File: config.mk
export PLATFORM = sky130hd
export DESIGN_NAME = mck_ratio_det
export DESIGN_NICKNAME = d
export VERILOG_FILES = /design/src/rtl/mrd_pkg.sv /design/src/rtl/mrd_sync_edge.sv /design/src/rtl/mrd_period_cnt.sv /design/src/rtl/mrd_classifier.sv /design/src/rtl/mrd_lock_ctrl.sv /design/src/rtl/mck_ratio_det.sv
export SDC_FILE = /design/constraint.sdc
export NUM_CORES = 1
export LEC_CHECK = 0
export BUFFER_PORTS_ARGS = -buffer_cell sky130_fd_sc_hd__buf_4
export CORE_MARGIN = 10
export CORE_UTILIZATION = 43
export CTS_CLUSTER_DIAMETER = 120
export CTS_CLUSTER_SIZE = 25
export DETAILED_ROUTE_END_ITERATION = 8
export PLACE_DENSITY = 0.59
export SYNTH_ARGS = -nofsm -noshare
export SYNTH_HDL_FRONTEND = slang
export SYNTH_SLANG_ARGS = --single-unit
File: constraint.sdc
create_clock -name clk_i -period 2.2 [get_ports clk_i]
set_input_delay 0.22 -clock clk_i [delete_from_list [all_inputs] [get_ports clk_i]]
set_output_delay 0.22 -clock clk_i [all_outputs]
set_load 0.05 [all_outputs]
File: src/rtl/mrd_pkg.sv
package mrd_pkg;

   localparam int NUM_RATIOS = 6;

   typedef enum logic [2:0] {
      RC_64   = 3'd0,
      RC_96   = 3'd1,
      RC_128  = 3'd2,
      RC_192  = 3'd3,
      RC_256  = 3'd4,
      RC_384  = 3'd5,
      RC_NONE = 3'd7
   } ratio_code_e;

   // Master-clock cycles per frame for ratio slot idx
   function automatic int unsigned ratio_mult(input int idx);
      case (idx)
         0:       return 64;
         1:       return 96;
         2:       return 128;
         3:       return 192;
         4:       return 256;
         default: return 384;
      endcase
   endfunction

   // Permitted ratio slots for the current band and mode
   function automatic logic [NUM_RATIOS-1:0] allowed_mask(input logic top_band,
                                                          input logic prog_mode);
      if (top_band)
         return prog_mode ? 6'b111111 : 6'b001111;
      return 6'b111100;
   endfunction

endpackage

File: src/rtl/mrd_sync_edge.sv
module mrd_sync_edge #(
   parameter int STAGES = 2
) (
   input  logic clk_i,
   input  logic rst_ni,
   input  logic async_i,
   output logic rise_o
);
   localparam int LAST = STAGES;

   logic [LAST:0] chain_q;

   generate
      for (genvar s = 0; s <= LAST; s++) begin : g_stage
         if (s == 0) begin : g_first
            always_ff @(posedge clk_i or negedge rst_ni) begin
               if (!rst_ni) chain_q[0] <= 1'b0;
               else         chain_q[0] <= async_i;
            end
         end else begin : g_next
            always_ff @(posedge clk_i or negedge rst_ni) begin
               if (!rst_ni) chain_q[s] <= 1'b0;
               else         chain_q[s] <= chain_q[s-1];
            end
         end
      end
   endgenerate

   assign rise_o = chain_q[LAST-1] & ~chain_q[LAST];

endmodule

File: src/rtl/mrd_period_cnt.sv
module mrd_period_cnt #(
   parameter int CNT_W = 10
) (
   input  logic             clk_i,
   input  logic             rst_ni,
   input  logic             edge_i,
   output logic [CNT_W-1:0] cnt_o,
   output logic             sat_o
);
   localparam logic [CNT_W-1:0] CNT_MAX = {CNT_W{1'b1}};
   localparam logic [CNT_W-1:0] CNT_ONE = CNT_W'(1);

   logic [CNT_W-1:0] cnt_q;

   always_ff @(posedge clk_i or negedge rst_ni) begin
      if (!rst_ni)
         cnt_q <= '0;
      else if (edge_i)
         cnt_q <= CNT_ONE;
      else if (cnt_q != CNT_MAX)
         cnt_q <= cnt_q + CNT_ONE;
   end

   assign cnt_o = cnt_q;
   assign sat_o = (cnt_q == CNT_MAX);

endmodule

File: src/rtl/mrd_classifier.sv
module mrd_classifier
   import mrd_pkg::*;
#(
   parameter int CNT_W = 10,
   parameter int TOL   = 8
) (
   input  logic [CNT_W-1:0] period_i,
   input  logic             top_band_i,
   input  logic             prog_mode_i,
   output ratio_code_e      code_o
);
   localparam int EXT_W = CNT_W + 1;

   logic [NUM_RATIOS-1:0] allow;
   logic [NUM_RATIOS-1:0] hit;
   logic [EXT_W-1:0]      period_ext;

   assign allow      = allowed_mask(top_band_i, prog_mode_i);
   assign period_ext = {1'b0, period_i};

   generate
      for (genvar i = 0; i < NUM_RATIOS; i++) begin : g_win
         localparam int unsigned MULT = ratio_mult(i);
         localparam logic [EXT_W-1:0] LO = EXT_W'(MULT - TOL);
         localparam logic [EXT_W-1:0] HI = EXT_W'(MULT + TOL);
         assign hit[i] = allow[i] && (period_ext >= LO) && (period_ext <= HI);
      end
   endgenerate

   // Windows are disjoint, so at most one bit of hit is set
   always_comb begin
      code_o = RC_NONE;
      for (int i = NUM_RATIOS - 1; i >= 0; i--) begin
         if (hit[i]) code_o = ratio_code_e'(3'(i));
      end
   end

endmodule

File: src/rtl/mrd_lock_ctrl.sv
module mrd_lock_ctrl
   import mrd_pkg::*;
(
   input  logic        clk_i,
   input  logic        rst_ni,
   input  logic        edge_i,
   input  logic        sat_i,
   input  ratio_code_e class_i,
   output ratio_code_e cand_o,
   output logic        locked_o
);
   logic        have_ref_q;
   ratio_code_e cand_q;
   logic        locked_q;

   always_ff @(posedge clk_i or negedge rst_ni) begin
      if (!rst_ni) begin
         have_ref_q <= 1'b0;
         cand_q     <= RC_NONE;
         locked_q   <= 1'b0;
      end else if (edge_i) begin
         have_ref_q <= 1'b1;
         if (have_ref_q) begin
            if (class_i == RC_NONE) begin
               cand_q   <= RC_NONE;
               locked_q <= 1'b0;
            end else if (class_i == cand_q) begin
               locked_q <= 1'b1;
            end else begin
               cand_q   <= class_i;
               locked_q <= 1'b0;
            end
         end
      end else if (sat_i) begin
         cand_q   <= RC_NONE;
         locked_q <= 1'b0;
      end
   end

   assign cand_o   = cand_q;
   assign locked_o = locked_q;

endmodule

File: src/rtl/mck_ratio_det.sv
module mck_ratio_det
   import mrd_pkg::*;
#(
   parameter int CNT_W       = 10,
   parameter int TOL         = 8,
   parameter int SYNC_STAGES = 2
) (
   input  logic       clk_i,
   input  logic       rst_ni,
   input  logic       frame_i,
   input  logic       prog_mode_i,
   input  logic       top_band_i,
   output logic [2:0] ratio_code_o,
   output logic       locked_o,
   output logic       auto_mute_o
);
   localparam int MAX_NEEDED = 384 + TOL;

   generate
      if ((2 ** CNT_W) - 1 <= MAX_NEEDED) begin : g_bad_width
         $error("CNT_W too narrow for the largest ratio window");
      end
      if (TOL < 0 || TOL >= 16) begin : g_bad_tol
         $error("TOL would make ratio windows overlap");
      end
      if (SYNC_STAGES < 2) begin : g_bad_sync
         $error("SYNC_STAGES must be at least 2");
      end
   endgenerate

   logic             frame_edge;
   logic [CNT_W-1:0] cnt_q;
   logic             cnt_sat;
   ratio_code_e      class_code;
   ratio_code_e      cand_code;
   logic             locked;

   mrd_sync_edge #(.STAGES(SYNC_STAGES)) u_sync (
      .clk_i   (clk_i),
      .rst_ni  (rst_ni),
      .async_i (frame_i),
      .rise_o  (frame_edge)
   );

   mrd_period_cnt #(.CNT_W(CNT_W)) u_cnt (
      .clk_i  (clk_i),
      .rst_ni (rst_ni),
      .edge_i (frame_edge),
      .cnt_o  (cnt_q),
      .sat_o  (cnt_sat)
   );

   mrd_classifier #(.CNT_W(CNT_W), .TOL(TOL)) u_cls (
      .period_i    (cnt_q),
      .top_band_i  (top_band_i),
      .prog_mode_i (prog_mode_i),
      .code_o      (class_code)
   );

   mrd_lock_ctrl u_lock (
      .clk_i    (clk_i),
      .rst_ni   (rst_ni),
      .edge_i   (frame_edge),
      .sat_i    (cnt_sat),
      .class_i  (class_code),
      .cand_o   (cand_code),
      .locked_o (locked)
   );

   assign locked_o     = locked;
   assign ratio_code_o = locked ? cand_code : RC_NONE;
   assign auto_mute_o  = ~locked;

endmodule

=== Yosys cells after proc, flatten, opt, wreduce, memory -nomap -nowiden ===
Index checks and enable logic that the tools add are counted.

* Reduce and logical (&&, ||, !) cells: 16
* Eq/ne operators: 6
* Order comparisons: 12
* Add/subtract/negate cells: 1
* Multiplexer cells: 23
* Bitwise gates (word level): 3

{| class="wikitable"
|+ Operators with widths
! cell !! count
|-
| $mux W3 || 10
|-
| $ge A10 B7 Y1 const B || 2
|-
| $ge A10 B8 Y1 const B || 2
|-
| $le A10 B7 Y1 const B || 2
|-
| $le A10 B8 Y1 const B || 2
|-
| $le A10 B9 Y1 const B || 2
|-
| $mux W10 || 2
|-
| $mux W6 || 3
|-
| $logic_and A1 B1 Y1 || 12
|-
| $add A10 B1 Y10 const B || 1
|-
| $eq A10 B10 Y1 const B || 1
|-
| $ge A10 B6 Y1 const B || 1
|-
| $ge A10 B9 Y1 const B || 1
|-
| $ne A10 B10 Y1 const B || 1
|-
| $mux W1 || 6
|-
| $mux W2 || 2
|-
| $reduce_bool A2 Y1 || 2
|-
| $eq A3 B3 Y1 || 1
|-
| $eq A3 B3 Y1 const B || 1
|-
| $ne A3 B2 Y1 const B || 1
|-
| $reduce_and A3 Y1 || 1
|-
| $ne A2 B1 Y1 const B || 1
|-
| $not A1 Y1 || 2
|-
| $reduce_and A2 Y1 || 1
|-
| $and A1 B1 Y1 || 1
|}

* Output and inout bits: 5
* Input port bits: 5
* Register bits: 18
* Word-level logic and storage cells: 68

=== Longest topological paths before layout ===
Gate-level depths: netlist of the first run.

* Depth in word-level cells: 16
* Mapped depth: 8
* Depth with buffers taken out: 8

=== Modules after synthesis ===
A second synthesis of the first run with hierarchy kept.

* Cell total of the unflattened synthesis: 116
* Area total of the unflattened synthesis: 1148.6 sq um

{| class="wikitable"
|+ By module, submodules not included
! module !! cells an instance !! instances !! seq. area each (sq um) !! area an instance (sq um)
|-
| mrd_period_cnt || 53 || 1 || 250.2 || 545.5
|-
| mrd_lock_ctrl || 25 || 1 || 128.9 || 286.5
|-
| mrd_classifier || 30 || 1 || 0.0 || 205.2
|-
| mrd_sync_edge || 4 || 1 || 75.1 || 88.8
|-
| mck_ratio_det || 4 || 1 || 0.0 || 22.5
|}

=== Worst setup path before layout of the first run ===
No wires, ideal clock.

* Kind: register to register
* From: reg u_cnt.cnt_q[0], in the netlist u_cnt.cnt_o[0]
* To: reg u_cnt.cnt_q[6], in the netlist u_cnt.cnt_o[6]
* Path slack: 346 ps
* Buffers on the path: 1
* Period minus slack after synthesis: 1854 ps
* Required time: 2069 ps
* Arrival time: 1723 ps
* Cell stages (with the launch flop): 9
* Setup time: 131 ps
* Cells stage by stage: dfrtp_1 -> ha_1 -> nand2_1 -> or4_4 -> buf_6 -> nor2b_4 -> nand2b_2 -> xor2_1 -> nor2_1

* Cells in the longest elaborated chain, start to end: 3
* Elaborated cells between the ends (all ways): 5
* Classes of those cells: 1 x add/sub; 1 x eq/ne; 2 x mux; 1 x reduce/logical

{| class="wikitable"
|+ Ends and longest elaborated chain
! what !! RTL line !! text
|-
| start: declaration || mrd_period_cnt.sv:13 || <nowiki>logic [CNT_W-1:0] cnt_q;</nowiki>
|-
| start signal: assignment || mrd_period_cnt.sv:21 || <nowiki>cnt_q <= cnt_q + CNT_ONE;</nowiki>
|-
| $add A10 B1 Y10 || mrd_period_cnt.sv:21 ||
|-
| $mux W10 || mrd_period_cnt.sv:20 || <nowiki>else if (cnt_q != CNT_MAX)</nowiki>
|-
| $mux W10 || mrd_period_cnt.sv:18 || <nowiki>else if (edge_i)</nowiki>
|}

Parallel ways exist; a longest one is shown, timed or not. The select of a mux whose other input is x is not followed.
A chain may end at the register's enable or synchronous reset.

=== Worst setup path after layout of the first run ===
* From: reg u_cnt.cnt_q[0], in the netlist u_cnt.cnt_o[0]
* To: reg u_cnt.cnt_q[4], in the netlist u_cnt.cnt_o[4]

Same word-level chain as after synthesis.

==> flow_summary.yaml, run 1 <==
clock_network:
  numCtsBuffers: 3
  clk_latency_ns: 0.29
  clk_pin_slew_ns: 0.11
  clock_sinks: 18
  cts_root_buf: "clkbuf_4"
  ctsLongestPathBuffers: 2
  cts_setup_buffers: 0
  cts_tree: "done"
  cts.htree.levels: 1
power_and_ir_drop:
  netSwitchingFraction: 0.323
  combPwrFrac: 0.193
  p_leak_nw: 0.512
  vdd_drop_max_mv: 0.430
  power.switching_mw: 0.238
  pwr-share-seq: 0.575
  p_per_area_nw_per_um2: 612
  p_int_mw: 0.498
  pwr-share-clk: 0.232
drt:
  vias_per_cell: 5.23
  postRouteAntennaNets: 0
  wl_per_cell_um: 14.0
  dr.pass1.iters: 4
  drcViolationCount: 0
  vias: 800
  drt-initial-drc-count: 58
  drt-total-wl_mm: 2.14
cells_and_area:
  fillers: 229
  nNetsFinal: 131
  fin_util: 0.494
  antenna_cells: 0
  syn_to_final_growth_pct: 10.6
  stdcell_area_sq_um: 1200
  drive_above_1_share: 0.244
critical_path:
  path_cells: "ha_1 > nand2_1 > or4_4 > nor2b_4 > nand2_2 > xor2_1 > nor2_1"
  cp-start-kind: "flip-flop"
  worstPathRequired_ns: 2.39
  r2r_start: "u_cnt.cnt_o[0]"
  cp_top_family: "simple AND/OR/NAND/NOR gates"
  cp_slowest_stage_delay_ns: 0.59
  end_kind: "flip-flop"
  critPathMaxFanout: 6
  critPathKind: "flip-flop to flip-flop"
  crit_buf_inv: 0
  r2r-end: "u_cnt.cnt_o[4]"
  r2r_cells: 7
  rrSetupSlack_ns: 0.24
  cp.arrival_ns: 2.14
  crit_slowest_cell: "or4_4"
sta:
  whs_ns: 0.0361
  min_period_over_period: 0.890
  fin_setup_tns_ns: 0
  fmax_ghz: 0.511
  setup_viol: 0
  finClkSkew_ns: 0.00841
  finalCriticalPeriod_ns: 1.96
  worstMarginPinSlew_ns: 0.371
  slew_viol_final: 0
  finalHoldViolCount: 0
  rsz0062_at_grt: "no"
  slew_headroom: 0.752
  layout_setup_ws_ns: 0.243
placed_design:
  dpl_cell_area_sq_um: 1160
  io_buffers: 9
  dp_hpwl_mm: 1.58
  gp_congestion: 0.862
  dp_slack_ns: 0.254
worst_hold_path:
  hold_path_startpoint: "frame_i"
  hold_depth: 1
  worst_hold_path_type: "input pin to flip-flop"
  holdPathEnd: "u_sync.chain_q[0]"
global_route:
  grt_pass1_vias: 801
  antenna_found_initial: 0
  overflow: 0
  grt_max_degree: 19
  grt_pass1_wl_mm: 3.93
  grt_usage: 0.0931
synthesis:
  synth_seq_cells: 18
  synth_area_leader_cell: "dfrtp_1"
  synth-seq-area-share: 0.418
  syn_area_sq_um: 1090
  ys_warn_count: 0
  syn_nets: 119
  synth-adder-area-share: 0.0230
  synthTopCellsByArea: "dfrtp_1 35%, dfstp_2 7.3%, nor2_1 5.5%"
  synth_compound_area_frac: 0.120
  synth.distinct_cells: 38
  synthXorXnorAreaFrac: 0.0565
  synth_area_per_cell_sq_um: 9.70
  yosys-mux-area-fraction: 0.0184
  synthSimpleGateAreaFrac: 0.312
  synth_top_area_share: 0.346
  syn_inst: 112
  synth_top_family_by_area: "simple AND/OR/NAND/NOR gates"
floorplan:
  fp-row-count: 18
  boundaryPins: 10
  die_h_um: 70.3
  die_width_um: 70.3
  core-area_sq_um: 2430
  start_util: 0.447
  dieArea_sq_um: 4940
job:
  maxCapViolations: 0
outcome:
  status: "completed"
-- per-stage QoR --
stage | instances | power (mW)
final | 153 | 0.735
after global routing | 153 | 0.800
after CTS | 153 | 0.754
after detailed placement | 148 | 0.572
after global placement | 148 | 0.568
after floorplan | 112 | 0.538
-- state kept, by name (all words and copies together) (netlist names) --
| register | flops |
|---|---|
| u_cnt.cnt_o | 10 |
| u_lock.cand_o | 3 |
| u_lock.have_ref_q | 1 |
| u_lock.locked_o | 1 |
| u_sync.chain_q | 3 |
-- cell families (layout without fill, tap and decap cells) --
family          after synthesis  in the layout
compound gates               18             18
xor+xnor                      7              7
fa+ha+maj                     2              2
buf+inv                       9             20
flops                        18             18
mux                           2              2
simple gates                 56             56
-- power by group through the flow --
stage | registers (mW) | logic (mW) | clock network (mW)
finish | 0.423 | 0.142 | 0.170
global route | 0.435 | 0.168 | 0.197
CTS | 0.423 | 0.146 | 0.186
detailed placement | 0.429 | 0.143 | 0
global placement | 0.429 | 0.139 | 0
floorplan | 0.402 | 0.136 | 0
-- cell usage in the layout (no fill, tap or decap), types with 3 or more instances in the layout --
cell	n
nor2_1	16
dfrtp_1	15
buf_4	11
nand2b_1	7
a21oi_1	7
nand2_1	6
nand3_1	5
inv_1	4
o21ai_1	4
nor3_1	4
xnor2_1	4
xor2_1	3
clkbuf_4	3
dfstp_2	3
-- per-layer routing --
layer | up-vias | global-route usage | wire length [um]
met5 | - | 0 | 0
met4 | 0 | 0.0197 | 12
met3 | 2 | 0.0282 | 64
met2 | 7 | 0.139 | 1020
met1 | 382 | 0.127 | 1050
li1 | 409 | - | -
-- Yosys cell counts --
cell type / n
a21oi_1: 7
a21oi_2: 1
and2_1: 1
and3_1: 1
buf_4: 2
buf_6: 2
clkbuf_1: 1
dfrtp_1: 15
dfstp_2: 3
ha_1: 2
inv_1: 4
mux2i_1: 2
nand2_1: 6
nand2_2: 1
nand2b_1: 7
nand2b_2: 1
nand3_1: 5
nand3_2: 1
nand4_1: 1
nand4_2: 2
nor2_1: 16
nor2b_1: 2
nor2b_4: 1
nor3_1: 4
nor4_4: 1
o211ai_1: 1
o21ai_1: 4
o21bai_4: 1
o22ai_1: 1
o31a_1: 1
o32ai_1: 1
o32ai_2: 1
or2_2: 1
or3_1: 2
or4_4: 2
or4b_1: 1
xnor2_1: 4
xor2_1: 3
-- worst max path at each step --
stage / from / endpoint / cells after the start
detailed placement: u_cnt.cnt_o[0] / u_cnt.cnt_o[6] / 7
finish: u_cnt.cnt_o[0] / u_cnt.cnt_o[4] / 7
floorplan: u_cnt.cnt_o[0] / u_cnt.cnt_o[6] / 8
CTS: u_cnt.cnt_o[0] / u_cnt.cnt_o[6] / 7
global route: u_cnt.cnt_o[0] / u_cnt.cnt_o[6] / 7
global placement: u_cnt.cnt_o[0] / u_cnt.cnt_o[4] / 7
-- final cells by class --
class / count / area [sq um] / share of cell area
inverters: 4 / 15.0 / 0.0125
flip-flops and latches: 18 / 454 / 0.378
well taps: 30 / 37.5 / 0.0313
repair buffers: 12 / 92.6 / 0.0771
multi-input cells: 85 / 576 / 0.479
clock buffers: 4 / 26.3 / 0.0219
-- timing repair --
item,4_1_cts,5_1_grt
gates resized for setup,0,0
setup endpoints to repair,0,0
hold buffers,1,0
endpoints found under the hold margin,15,0
(Power assumes the default switching activity.)
==> inputs of run 2 (changes only) <==
- ABC_AREA: unset -> 1
- GPL_TIMING_DRIVEN: unset -> 0
- PLACE_DENSITY: 0.59 -> 0.58
==> run 2 against run 1 <==
Effect of this change:
- clock power grew 25%
- routed wire length increased by 37%
- register-to-register slack improved by 0.07 ns
- design area grew 21%
- first-iteration DRC count is 130% higher
- critical endpoint is now u_lock.cand_o[0]
- largest power group unchanged
- highest routed layer unchanged
==> flow_summary.yaml, run 2 <==
critical_path:
  cp.arrival_ns: 2.13
  crit_slowest_cell: "dfrtp_1"
  cp-startpoint: "u_cnt.cnt_o[3]"
  r2r_start: "u_cnt.cnt_o[3]"
  cp_slowest_stage_delay_ns: 0.50
  path_cells: "nand2_2 > nor2_4 > nand2_1 > a21oi_2 > nand2_1 > nand2_2 > nor2_2 > nand2_2 > nand2_1 > nor2_2 > nand3_2 > nand2_2 > nand2_1 > nand2_1"
  worstPathRequired_ns: 2.44
  path_common_cell: "nand2_1"
  end_kind: "flip-flop"
  cp_top_family: "simple AND/OR/NAND/NOR gates"
  cp-start-kind: "flip-flop"
  critPathKind: "flip-flop to flip-flop"
  crit_buf_inv: 0
  critPathMaxFanout: 7
sta:
  min_period_over_period: 0.858
  worstMarginPinSlew_ns: 0.541
  fin_setup_tns_ns: 0
  fmax_ghz: 0.530
  setup_viol: 0
  finalCriticalPeriod_ns: 1.89
  slew_viol_final: 0
  finClkSkew_ns: 0.00835
  finalHoldViolCount: 0
  rsz0062_at_grt: "no"
  whs_ns: 0.0243
  slew_headroom: 0.640
drt:
  dr.pass1.iters: 4
  drcViolationCount: 0
  vias_per_cell: 5.19
  vias: 1246
  drt-initial-drc-count: 132
  wl_per_cell_um: 12.2
  postRouteAntennaNets: 0
  drt-total-wl_mm: 2.94
synthesis:
  syn_inst: 195
  syn_nets: 202
  synth_area_per_cell_sq_um: 6.67
  yosysMostFrequentCell: "nand2_1"
  synth.distinct_cells: 28
  synth_top_area_share: 0.288
  ys_warn_count: 0
  synth-seq-area-share: 0.349
  synthFlopType: "dfrtp_1"
  syn_area_sq_um: 1300
  synth_seq_cells: 18
  synth_edf_count: 0
  async_flop_share: 1.00
  synthTopCellsByArea: "dfrtp_1 29%, nand2_1 18%, nor2_1 7.2%"
  synth_area_leader_cell: "dfrtp_1"
  synth_common_cells: "64 x nand2_1, 25 x nor2_1, 21 x inv_1"
outcome:
  status: "completed"
cells_and_area:
  drive_above_1_share: 0.215
  antenna_cells: 0
  nNetsFinal: 217
  syn_to_final_growth_pct: 11.7
  stdcell_area_sq_um: 1450
  multi_input_area_sq_um: 727
  largest_reg_flops: 10
  seq_area_sq_um: 454
  fin_util: 0.514
  fillers: 292
  final_common_cell: "nand2_1"
  final_cell_mix: "64 x nand2_1, 25 x nor2_1, 21 x inv_1"
clock_network:
  cts_root_buf: "clkbuf_4"
  clk_pin_slew_ns: 0.12
  clk_latency_ns: 0.30
  clock_sinks: 18
  ctsLongestPathBuffers: 2
  cts_tree: "done"
  cts_setup_buffers: 0
  numCtsBuffers: 3
  cts.htree.levels: 1
global_route:
  grt_pass1_vias: 1098
  grt_usage: 0.112
  antenna_found_initial: 0
  grt_pass1_wl_mm: 5.05
  overflow: 0
  grt_max_degree: 19
power_and_ir_drop:
  p_per_area_nw_per_um2: 641
  p_leak_nw: 0.730
  power.total_mw: 0.931
  vdd_drop_max_mv: 0.501
placed_design:
  dpl_cell_area_sq_um: 1410
  gp_congestion: 0.909
  io_buffers: 9
  dp_hpwl_mm: 2.29
floorplan:
  die_h_um: 75.0
  core-area_sq_um: 2830
  die_width_um: 75.0
  boundaryPins: 10
  start_util: 0.460
  dieArea_sq_um: 5630
  fp-row-count: 19
job:
  maxCapViolations: 0
worst_hold_path:
  worst_hold_path_type: "input pin to flip-flop"
  hold_path_startpoint: "frame_i"
==> run 2: metrics by stage <==
| stage | cells | setup slack [ns] |
|---|---|---|
| floorplan | 195 | 0.575 |
| global placement | 235 | 0.362 |
| detailed placement | 235 | 0.368 |
| CTS | 240 | 0.336 |
| global route | 240 | 0.0144 |
| finish | 240 | 0.312 |
==> run 2: layer usage <==
metal  track usage  vias up  routed length [um]
met1         0.170      568                1600
met4        0.0399        0                  21
met5             0        -                   0
met3        0.0197        2                 135
li1              -      643                   -
met2         0.152       33                1180
==> run 2: kinds of logic after synthesis <==
family	after synthesis	share of synthesized area
flip-flops	18	0.349
AO/OA/AOI/OAI	24	0.121
adder cells (fa/ha/maj)	2	0.0192
buffers and inverters	29	0.0923
AND/OR/NAND/NOR	122	0.418
==> run 2: repair_timing <==
item,4_1_cts,5_1_grt
hold buffers,1,0
resized for setup,0,0
setup endpoints to repair,0,0
hold endpoints to repair,15,0
==> run 2: worst register-to-register path: cells and delay by family, from the launching register on <==
kind             cells  cell delay, ns
AO/OA/AOI/OAI        1            0.15
AND/OR/NAND/NOR     13            1.19
flip-flops           1            0.50
==> run 2: cell type report <==
type	instances	area share
multi-input cells	148	0.500
flip-flops and latches	18	0.312
inverters	26	0.0671
repair buffers	10	0.0534
well taps	31	0.0267
clock buffers	4	0.0250
plain buffers	3	0.0155
==> run 2: path summary, 6_finish.rpt <==
kind | endpoint | slack (ns) | cells past startpoint
max in group asynchronous | u_lock.cand_o[1] | 1.62 | 2
worst max register to register | u_lock.cand_o[0] | 0.31 | 14
worst min register to register | u_sync.chain_q[1] | 0.36 | 0
min in group asynchronous | u_cnt.cnt_o[2] | 0.31 | 2
worst max-delay path | u_lock.cand_o[0] | 0.31 | 14
worst min-delay path | u_sync.chain_q[0] | 0.02 | 1
==> run 2: power breakdown <==
part           total [mW]  switching [mW]  leakage [nW]  internal (mW)
clock               0.213           0.112        0.0210          0.101
sequential          0.432          0.0529         0.220          0.379
combinational       0.286           0.195         0.489         0.0914
==> inputs of run 3 (changes only) <==
- CORE_ASPECT_RATIO: unset -> 2
- SKIP_CTS_REPAIR_TIMING: unset -> 1
==> run 3 against run 2 <==
Effect of this change:
- register-to-register slack got worse by 0.05 ns
- combinational power barely moved
- non-clock buffer count did not move
- clock power rose by 35%
- via count fell by 0.32%
- routed wire length rose by 5.7%
- critical path depth fell by 1
- final cell count fell by 0.42%
- clock skew rose by 0.0013 ns
- worst hold slack improved by 0.043 ns
- core utilization fell by 1.4 points
- critical endpoint unchanged
- largest cell class unchanged
- highest routed layer unchanged
==> flow_summary.yaml, run 3 (synthesis gave the netlist of run 2 again) <==
outcome:
  status: "completed"
cells_and_area:
  syn_to_final_growth_pct: 13.1
  final_common_cell: "nand2_1"
  fillers: 318
  largest_reg_flops: 10
  fin_util: 0.500
  nNetsFinal: 217
  drive_above_1_share: 0.215
  final_cells: 239
  antenna_cells: 0
  final_cell_mix: "64 x nand2_1, 25 x nor2_1, 21 x inv_1"
clock_network:
  cts_root_buf: "clkbuf_8"
  cts.htree.levels: 1
  clk_pin_slew_ns: 0.08
  clk_latency_ns: 0.26
  ctsLongestPathBuffers: 2
  clock_sinks: 18
  numCtsBuffers: 3
  cts_tree: "done"
drt:
  postRouteAntennaNets: 0
  drcViolationCount: 0
  drt-total-wl_mm: 3.10
  dr.pass1.iters: 4
  wl_per_cell_um: 13.0
  drt-initial-drc-count: 26
  vias: 1242
  vias_per_cell: 5.20
critical_path:
  worstPathRequired_ns: 2.41
  cp.arrival_ns: 2.15
  crit_slowest_cell: "dfrtp_1"
  path_cells: "nor2_1 > nand2_1 > nor2_1 > nor2_2 > nand2_2 > nand2_4 > o21bai_1 > nand2_1 > nor2_2 > nand3_2 > nand2_2 > nand2_1 > nand2_1"
  critPathKind: "flip-flop to flip-flop"
  cp_slowest_stage_delay_ns: 0.44
  critPathMaxFanout: 6
  crit_buf_inv: 0
  end_kind: "flip-flop"
  path_common_cell: "nand2_1"
  cp-startpoint: "u_cnt.cnt_o[9]"
  cp-start-kind: "flip-flop"
  cp_top_family: "simple AND/OR/NAND/NOR gates"
  r2r_start: "u_cnt.cnt_o[9]"
power_and_ir_drop:
  vdd_drop_max_mv: 0.454
  pwr-share-seq: 0.430
  pwr-share-clk: 0.286
  netSwitchingFraction: 0.372
  power.switching_mw: 0.373
  power.total_mw: 1.00
  p_int_mw: 0.631
  p_leak_nw: 0.738
  p_per_area_nw_per_um2: 682
  combPwrFrac: 0.285
sta:
  worstMarginPinSlew_ns: 0.532
  setup_viol: 0
  min_period_over_period: 0.881
  slew_headroom: 0.645
  fmax_ghz: 0.516
  finClkSkew_ns: 0.00963
  finalHoldViolCount: 0
  finalCriticalPeriod_ns: 1.94
  slew_viol_final: 0
  fin_setup_tns_ns: 0
  rsz0062_at_grt: "no"
floorplan:
  boundaryPins: 10
  dieArea_sq_um: 5760
  die_width_um: 58.9
  die_h_um: 97.8
  start_util: 0.442
  core-area_sq_um: 2940
  fp-row-count: 28
placed_design:
  dp_hpwl_mm: 2.48
  gp_congestion: 0.909
  place_inst: 234
  io_buffers: 9
global_route:
  grt_pass1_vias: 1290
  overflow: 0
  antenna_found_initial: 0
  grt_max_degree: 19
  grt_usage: 0.117
  grt_pass1_wl_mm: 5.59
job:
  maxCapViolations: 0
worst_hold_path:
  hold_path_startpoint: "frame_i"
  worst_hold_path_type: "input pin to flip-flop"
[run 3: cell counts in the layout (fill, tap and decap cells not counted)]
No cell type changed its count.
[run 3: final cells by class]
class                           instances  area [sq um]  area share
Buffer                                  3          22.5      0.0153
Tap cell                               30          37.5      0.0255
Inverter                               26          97.6      0.0663
Timing Repair Buffer                   10          77.6      0.0527
Clock buffer                            4          55.1      0.0374
Multi-Input combinational cell        148           727       0.494
Sequential cell                        18           454       0.309
[run 3: layer usage]
layer / track usage / wire [um] / vias to the layer above
li1: - / - / 635
met4: 0.0480 / 79 / 0
met5: 0 / 0 / -
met3: 0.0272 / 134 / 11
met1: 0.114 / 1120 / 570
met2: 0.218 / 1770 / 26
[run 3: power groups by stage]
stage / logic [mW] / clock network (mW) / registers, mW
after detailed placement: 0.286 / 0 / 0.437
after global routing: 0.334 / 0.297 / 0.441
after global placement: 0.281 / 0 / 0.436
after CTS: 0.287 / 0.291 / 0.431
after floorplan: 0.206 / 0 / 0.431
final: 0.286 / 0.287 / 0.431
[run 3: worst paths after layout]
kind                       cells past startpoint  slack [ns]                 to
max                                           13        0.26   u_lock.cand_o[0]
max in group asynchronous                      2        1.58   u_lock.cand_o[1]
min reg2reg                                    0        0.35  u_sync.chain_q[1]
min                                            1        0.07  u_sync.chain_q[0]
min in group asynchronous                      2        0.36     u_cnt.cnt_o[7]
max reg2reg                                   13        0.26   u_lock.cand_o[0]
[run 3: metrics by stage]
step	area, sq um	setup slack (ns)	hold slack, ns
after global placement	1410	0.332	0.106
after CTS	1460	0.272	-0.173
after floorplan	1300	0.575	-0.0756
final	1470	0.261	0.0674
after global routing	1470	0.0201	0.0642
after detailed placement	1410	0.289	0.112
